## src/rtl/spi_io_align.sv

```systemverilog
`timescale 1ns/1ps
module spi_io_align #(
  parameter int CTRL_W  = 32,
  parameter int FIELD_W = 2,
  parameter int OD_LSB  = 16,
  parameter int ID_LSB  = 18,
  parameter int CAP_LSB = 20,
  parameter logic [FIELD_W-1:0] CAP_RESET = 2
) (
  input  logic              clk,
  input  logic              rst_n,
  input  logic              burst_active,
  input  logic [CTRL_W-1:0] ctrl_word,
  input  logic              mosi_core,
  output logic              mosi_pin,
  input  logic              miso_pin,
  input  logic              cap_strobe,
  output logic              rx_bit,
  output logic              rx_valid
);
  localparam int DEPTH = (1 << FIELD_W) - 1;

  logic [FIELD_W-1:0] od_q, id_q, cap_q;
  logic [DEPTH-1:0]   mo_sr, mi_sr, stb_sr;
  logic [1:0]         data_dly;
  logic [DEPTH:0]     mo_taps, mi_taps, stb_taps;
  logic               mi_del, stb_pick, cfg_load;

  assign mo_taps  = {mo_sr, mosi_core};
  assign mi_taps  = {mi_sr, miso_pin};
  assign stb_taps = {stb_sr, cap_strobe};

  assign mosi_pin = mo_taps[od_q];
  assign mi_del   = mi_taps[id_q];
  assign stb_pick = stb_taps[cap_q];
  assign cfg_load = !burst_active && !cap_strobe && (stb_sr == '0);

  always_ff @(posedge clk) begin
    if (!rst_n) begin
      od_q     <= '0;
      id_q     <= '0;
      cap_q    <= CAP_RESET;
      mo_sr    <= '0;
      mi_sr    <= '0;
      stb_sr   <= '0;
      data_dly <= '0;
      rx_bit   <= 1'b0;
      rx_valid <= 1'b0;
    end else begin
      mo_sr    <= mo_taps[DEPTH-1:0];
      mi_sr    <= mi_taps[DEPTH-1:0];
      stb_sr   <= stb_taps[DEPTH-1:0];
      data_dly <= {data_dly[0], mi_del};
      rx_valid <= stb_pick;
      if (stb_pick) rx_bit <= data_dly[1];
      if (cfg_load) begin
        od_q  <= ctrl_word[OD_LSB  +: FIELD_W];
        id_q  <= ctrl_word[ID_LSB  +: FIELD_W];
        cap_q <= ctrl_word[CAP_LSB +: FIELD_W];
      end
    end
  end

  assert_out_delay1_R1: assert property (@(posedge clk) disable iff (!rst_n)
    (od_q == 2'd1 && $past(od_q) == 2'd1) |-> (mosi_pin == $past(mosi_core)));

  assert_cfg_hold_R6: assert property (@(posedge clk) disable iff (!rst_n)
    burst_active |=> $stable({od_q, id_q, cap_q}));

  assert_early_valid_R4: assert property (@(posedge clk) disable iff (!rst_n)
    (cap_q == 2'd0) |-> (rx_valid == $past(cap_strobe)));

  assert_valid_source_R5: assert property (@(posedge clk) disable iff (!rst_n)
    rx_valid |-> ($past(cap_strobe) || $past(stb_sr != '0)));

  assert_cap_reset_R7: assert property (@(posedge clk)
    $past(!rst_n) |-> (!rx_valid && !rx_bit));
endmodule

```

## config.mk

```make
export PLATFORM = sky130hd
export DESIGN_NAME = spi_io_align
export DESIGN_NICKNAME = d
export VERILOG_FILES = /design/src/rtl/spi_io_align.sv
export SDC_FILE = /design/constraint.sdc
export NUM_CORES = 1
export LEC_CHECK = 0
export ABC_AREA = 0
export BUFFER_PORTS_ARGS = -buffer_cell sky130_fd_sc_hd__buf_2
export CORE_AREA = 2 2 42 44
export CTS_BUF_LIST = sky130_fd_sc_hd__clkbuf_4
export DETAILED_ROUTE_END_ITERATION = 7
export DIE_AREA = 0 0 44 46
export PLACE_DENSITY = 0.78
export SYNTH_ARGS = -nofsm -noshare
export SYNTH_HDL_FRONTEND = slang
export SYNTH_SLANG_ARGS = --single-unit
```

## constraint.sdc

```tcl
create_clock -name clk -period 3.2 [get_ports clk]
set_input_delay 0.32 -clock clk [delete_from_list [all_inputs] [get_ports clk]]
set_output_delay 0.32 -clock clk [all_outputs]
set_load 0.1 [all_outputs]
```

# --- Word level (Yosys, flattened, before mapping) ---
# Cells that the tools add are included.
# W data, S select, Z words.
totals:
  regBits: 19
  latchBits: 0
  ramBits: 0
  mem_bits_ro: 0
  inputBits: 38
  output_inout_bits: 3
  wordCells: 23
  memories: 0
op_classes:
  add_sub_neg: 0
  n_mul: 0
  div: 0
  n_lt_le_gt_ge: 3
  eq_ne: 0
  shifts: 0
  mux: 6
  bitwise: 0
  n_reduce_logical: 5
ops:
  columns: ["cell", "count"]
  rows:
  - ["$lt A2 B3 Y1 const B", 3]
  - ["$bmux W1 S2", 3]
  - ["$logic_not A3 Y1", 1]
  - ["$mux W1", 3]
  - ["$logic_and A1 B1 Y1", 2]
  - ["$logic_not A1 Y1", 2]

# --- Depth between registers and ports, before layout ---
# Gate-level depths: netlist of run 1.
depth:
  ltp_word: 3
  ltp_mapped: 3
  ltp_nobuf: 3

# --- Least setup slack after synthesis of run 1 ---
# Ideal clock, no wire load.
synth_path:
  kind: "reg-to-output"
  start: "register od_q[0]"
  end: "output port mosi_pin"
  t_arrival_ns: 1.099
  required_ns: 2.880
  slack_ns: 1.781
  stages_incl_launch_ff: 2
  n_path_buf: 0
  cell_sequence: "dfxtp_1 mux4_2"
synth_via:
  elab_chain_len: 2
synth_lines:
  columns: ["item", "line", "rtl"]
  rows:
  - ["start: declaration", "23", "logic [FIELD_W-1:0] od_q, id_q, cap_q;"]
  - ["start signal: assignment", "57", "od_q <= ctrl_word[OD_LSB +: FIELD_W];"]
  - ["$bmux W1 S2", "33", "assign mosi_pin = mo_taps[od_q];"]
  - ["$mux W1 (not written as such)", "33", null]
  - ["end: declaration", "15", "output logic mosi_pin,"]
# No other way between the ends. The select of a mux whose other input is x is not followed.

# --- Worst setup path in the final report of run 1 ---
# Ends and elaborated chain as after synthesis.

==> metrics.yaml, run 1 <==
critical_path:
  crit_family: "multiplexers"
  worst_path_max_delay_cell: "mux4_2"
  start_kind: "flip-flop"
  cp.required_ns: 2.88
  endpoint_kind: "output pin"
  cp.arrival_ns: 1.44
  crit_chain: "mux4_2, buf_2"
  slowest_delay_ns: 0.49
  cp_max_fo: 2
  cp.depth: 2
  critical_path_class: "reg2out"
  worstRegToRegCells: 3
  timing.critical_path.buf_inv: 1
drt:
  wl_um: 987
  avgViaCountPerCell: 4.75
  wl_met2_um: 476
  top_layer_used: "met4"
  drc: 0
  postRouteAntennaNets: 0
  drt-initial-drc-count: 7
  drt_pass1_iterations: 2
  post_drt_wl_per_cell_um: 10.8
  met3WireLength_um: 44
  vias: 432
  drt-met1-wl_um: 458
finish:
  layout_common_cells: "dfxtp_1, buf_2, and2_1"
  design_area_um2: 802
  regArea_um2: 380
  fill_cells: 159
  num_antenna_cells: 0
  multi_input_area_um2: 297
  areaGrowthSynthToFinish_pct: 16.3
  layout_commonest_cell: "dfxtp_1"
  drive_gt1_share_pct: 31.1
  nNetsFinal: 113
sta:
  rsz0062_at_grt: "false"
  setup_viol: 0
  max-slew-margin-rel_pct: 68.0
  post-route-period-util_pct: 54.9
  drv_slew: 0
  clock.fmax_mhz: 569
  hold_viol: 0
  worst-slew-pin-transition_ns: 0.483
  finalCriticalPeriod_ns: 1.76
  setup_tns_ns: 0
  clock_skew_ns: 0.00363
global_routing:
  grt_pass1_vias: 375
  antenna_found_initial: 0
  grt_pass1_wl_um: 1550
  grt_usage_pct: 10.9
  grt_start_max_net_pins: 25
  grt.overflow.total: 0
logic_synthesis:
  synth-simple-area-share_pct: 22.0
  synth-compound-area-share_pct: 2.00
  yosysUniqueCellTypes: 15
  seq_area_frac_synth_pct: 55.2
  synth_seq_cells: 19
  synth_area_leader_cell: "dfxtp_1"
  synthMuxAreaShare_pct: 19.1
  synth_top_family_by_area: "simple AND/OR/NAND/NOR gates"
  synth.area.top_cells: "dfxtp_1, and2_1, mux2i_1, mux4_2, nand2_1"
  yosys.area_share.adder_pct: 0
  synthCells: 58
  syn_avg_cell_area_um2: 11.9
  ys_warn_count: 0
  synth_xor_area_share_pct: 0
  syn_nets: 96
  yosys.area.top_type_share_pct: 55.2
  syn_area_um2: 689
clock_tree:
  cts_root_buffer: "clkbuf_4"
  cts.sinks: 19
  cts_setup_buffers: 0
  ctsResizeCount: 0
  cts_made_buffers: 3
  cts_htree_levels: 1
  cts_tree: "yes"
  clock_latency_ns: 0.28
  clk_path_buf_depth: 2
  clk_pin_slew_worst_paths_ns: 0.10
  hold_buffers: 0
floorplan:
  die_x_um: 44
  initial_core_util_pct: 42.7
  num_io_pins: 41
  fp.dieH_um: 46
  core_um2: 1610
  die-area_um2: 2020
  fp-row-count: 15
outcome:
  status: "finished clean"
placement:
  dpl.hpwl_um: 722
  place_area_um2: 772
  io_buffers: 14
  gp_congestion: 0.725
hold_path:
  min_path_cells: 2
  min_path_type: "in2reg"
power_and_ir_drop:
  power_density_nw_per_um2: 530
  ir_drop_v: 0.000221
  leakage_uw: 0.000351
run:
  max-cap-violations: 0
[cell type report]
| class | instances | area share, % |
|---|---|---|
| clock buffers | 4 | 3.74 |
| inverters | 1 | 0.468 |
| multi-input cells | 36 | 37.0 |
| flip-flops and latches | 19 | 47.4 |
| well taps | 17 | 2.65 |
| repair buffers | 14 | 8.74 |
[power breakdown]
part	switching [µW]	internal, µW
clock	65.1	56.8
combinational	30.6	20.6
sequential	4.78	247
total	100	324
[Yosys cell counts]
cell and n:
or4_4 1, mux2i_1 6, o21ai_0 1, inv_1 1
clkbuf_1 1, nor2_8 1, and2_2 1, nand2_1 10
and2_1 11, nor2b_1 1, mux4_1 1, buf_2 1
dfxtp_1 19, o311ai_1 1, mux4_2 2
[layer usage]
layer,vias to the layer above,track usage (%)
li1,228,-
met1,191,14.1
met2,11,16.2
met3,2,2.38
met4,0,7.27
met5,-,0
[flip-flops by register name, indices dropped and copies added, names as in the netlist, 2 cells and up]
register and count:
od_q 2, cap_q 2, stb_sr 3, mi_sr 3, mo_sr 3, data_dly 2
id_q 2
[final timing paths]
path / startpoint / end / slack [ns]
min: mosi_core / mo_sr[0] / 0.25
max: od_q[0] / mosi_pin / 1.44
max reg2reg: stb_sr[0] / id_q[0] / 1.86
min reg2reg: data_dly[0] / data_dly[1] / 0.45
[metrics by stage]
| stage | power, µW | hold slack (ns) | setup slack (ns) | cells | util [%] |
|---|---|---|---|---|---|
| after global routing | 444 | 0.234 | 1.37 | 91 | 49.7 |
| after floorplan | 295 | 0.412 | 1.78 | 58 | - |
| final | 425 | 0.248 | 1.44 | 91 | 49.7 |
| after global placement | 307 | 0.414 | 1.73 | 87 | 47.8 |
| after detailed placement | 309 | 0.432 | 1.73 | 87 | 47.8 |
| after CTS | 431 | 0.240 | 1.42 | 91 | 49.7 |
[kinds of logic (layout without fill, tap and decap cells)]
family                 count (synthesis)  in the layout
AO/OA/AOI/OAI                          2              2
multiplexers                           9              9
AND/OR/NAND/NOR                       25             25
buffers and inverters                  3             19
flip-flops                            19             19
[worst register-to-register path, stage by stage, from the launching register on]
cell and delay [ns]:
dfxtp_1 0.33, or4_4 0.58, nor2_8 0.16, mux2i_1 0.21
No activity file was read; power rests on OpenSTA's default activity.
==> inputs of run 2 (changes only) <==
Settings changed: CORE_AREA 2 2 42 44 to 2 2 44 46, DIE_AREA 0 0 44 46 to 0 0 46 48, PLACE_DENSITY 0.78 to 0.72.
Clock period 3.2 ns to 1.63 ns, I/O delays scaled along.
==> run 2 against run 1 <==
Compared with the run above: clock-buffer cell count unchanged; combinational power increased by 100%; setup slack got worse by 1.4 ns; first-iteration DRC count decreased by 57%; sequential share of layout area decreased by 0.15 points; sequential power increased by 96%; hold slack got worse by 0.17 ns; critical path type unchanged.
==> metrics.yaml, run 2 (synthesis results as in run 1) <==
drt:
  post_drt_wl_per_cell_um: 12.3  # was 10.8 µm
  drc: 0  # unchanged
  drt_pass1_iterations: 3  # was 2
  vias: 436  # was 432
  postRouteAntennaNets: 0  # unchanged
  drt-initial-drc-count: 3  # was 7
  avgViaCountPerCell: 4.79  # was 4.75
  wl_um: 1120  # was 987 µm
clock_tree:
  clk_path_buf_depth: 2  # unchanged
  cts_made_buffers: 3  # unchanged
  clock_latency_ns: 0.29  # was 0.28 ns
  cts_htree_levels: 1  # unchanged
  cts_root_buffer: "clkbuf_4"  # unchanged
  hold_buffers: 0  # unchanged
  cts_tree: "yes"  # unchanged
  cts.sinks: 19  # unchanged
  clk_pin_slew_worst_paths_ns: 0.10  # about the same
finish:
  nNetsFinal: 113  # unchanged
  fill_cells: 176  # was 159
  reg_top3: "mi_sr: 3 flops, mo_sr: 3 flops, stb_sr: 3 flops"  # unchanged
  areaGrowthSynthToFinish_pct: 16.7  # was 16.3%
  drive_gt1_share_pct: 31.1  # unchanged
  num_antenna_cells: 0  # unchanged
  layout_common_cells: "dfxtp_1, buf_2, and2_1"  # unchanged
  layout_commonest_cell: "dfxtp_1"  # unchanged
global_routing:
  grt.overflow.total: 0  # unchanged
  grt_usage_pct: 12.6  # was 10.9%
  grt_pass1_wl_um: 1780  # was 1550 µm
  grt_pass1_vias: 430  # was 375
  antenna_found_initial: 0  # unchanged
  grt_start_max_net_pins: 25  # unchanged
placement:
  io_buffers: 14  # unchanged
  gp_congestion: 0.651  # was 0.725
  dpl.hpwl_um: 849  # was 722 µm
power_and_ir_drop:
  power_density_nw_per_um2: 1050  # was 530 nW/µm²
  ir_drop_v: 0.000445  # was 0.000221 V
  leakage_uw: 0.000352  # was 0.000351 µW
floorplan:
  fp.dieH_um: 48  # was 46 µm
  die-area_um2: 2210  # was 2020 µm²
  num_io_pins: 41  # unchanged
  initial_core_util_pct: 40.8  # was 42.7%
  die_x_um: 46  # was 44 µm
  core_um2: 1690  # was 1610 µm²
  fp-row-count: 15  # unchanged
critical_path:
  critical_path_class: "reg2out"  # unchanged
  start_kind: "flip-flop"  # unchanged
  endpoint_kind: "output pin"  # unchanged
  cp_max_fo: 2  # unchanged
  cp.required_ns: 1.47  # was 2.88 ns
  cp.arrival_ns: 1.40  # was 1.44 ns
sta:
  max-slew-margin-rel_pct: 67.9  # was 68.0%
  setup_viol: 0  # unchanged
  clock_skew_ns: 0.00261  # was 0.00363 ns
  rsz0062_at_grt: "false"  # unchanged
  clock.fmax_mhz: 638
  setup_tns_ns: 0  # unchanged
  finalCriticalPeriod_ns: 1.57
  hold_viol: 0  # unchanged
  drv_slew: 0  # unchanged
  post-route-period-util_pct: 96.1
  hold_slack_ns: 0.0770  # was 0.248 ns
  worst-slew-pin-transition_ns: 0.484  # was 0.483 ns
run:
  max-cap-violations: 0  # unchanged
outcome:
  status: "finished clean"  # unchanged
hold_path:
  min_path_type: "in2reg"  # unchanged
==> run 2: cell types whose count changed in the layout (fill, tap and decap cells not counted) <==
cell / change
buf_4: +1
buf_2: -1
==> run 2: worst max-delay path, stage by stage (launching register included) <==
cell     delay [ns]
dfxtp_1        0.37
mux4_2         0.50
buf_4          0.24
==> run 2: report_power, final <==
part	switching, µW	internal, µW
clock	132	112
sequential	9.85	485
combinational	60.9	41.7
==> run 2: layout make-up <==
class | instances | area, µm² | share of cell area, %
flip-flops and latches | 19 | 380 | 47.3
multi-input cells | 36 | 297 | 36.9
well taps | 17 | 21.3 | 2.64
repair buffers | 14 | 72.6 | 9.02
clock buffers | 4 | 30.0 | 3.73
inverters | 1 | 3.75 | 0.467
==> run 2: through the flow <==
step           util, %  worst slack (ns)  total power (µW)  cell area (µm²)  cells
2_1_floorplan        -             0.368               579              689     58
3_3_place_gp      45.7             0.341               604              772     87
3_5_place_dp      45.7             0.265               608              772     87
4_1_cts           47.6            0.0459               858              805     91
5_1_grt           47.6           0.00828               879              805     91
6_report          47.6            0.0637               841              805     91
==> run 2: final timing paths <==
kind	from	cells after the start	end	slack, ns
hold reg to reg	data_dly[0]	1	data_dly[1]	0.44
setup / recovery	od_q[0]	2	mosi_pin	0.06
setup reg to reg	stb_sr[0]	3	od_q[1]	0.26
hold / removal	mosi_core	2	mo_sr[0]	0.08
==> run 2: metal layers <==
metal	share of wire, %	vias to the layer above	GRT usage [%]
li1	-	227	-
met1	42	192	13.6
met2	51	13	20.0
met3	3.8	4	2.26
met4	3.5	0	13.7
met5	0	-	0
==> run 2: timing repair <==
action                                  in CTS  in global routing
endpoints found under the setup margin       1                  0
buffers inserted                             0                  0
resized for setup                            1                  0
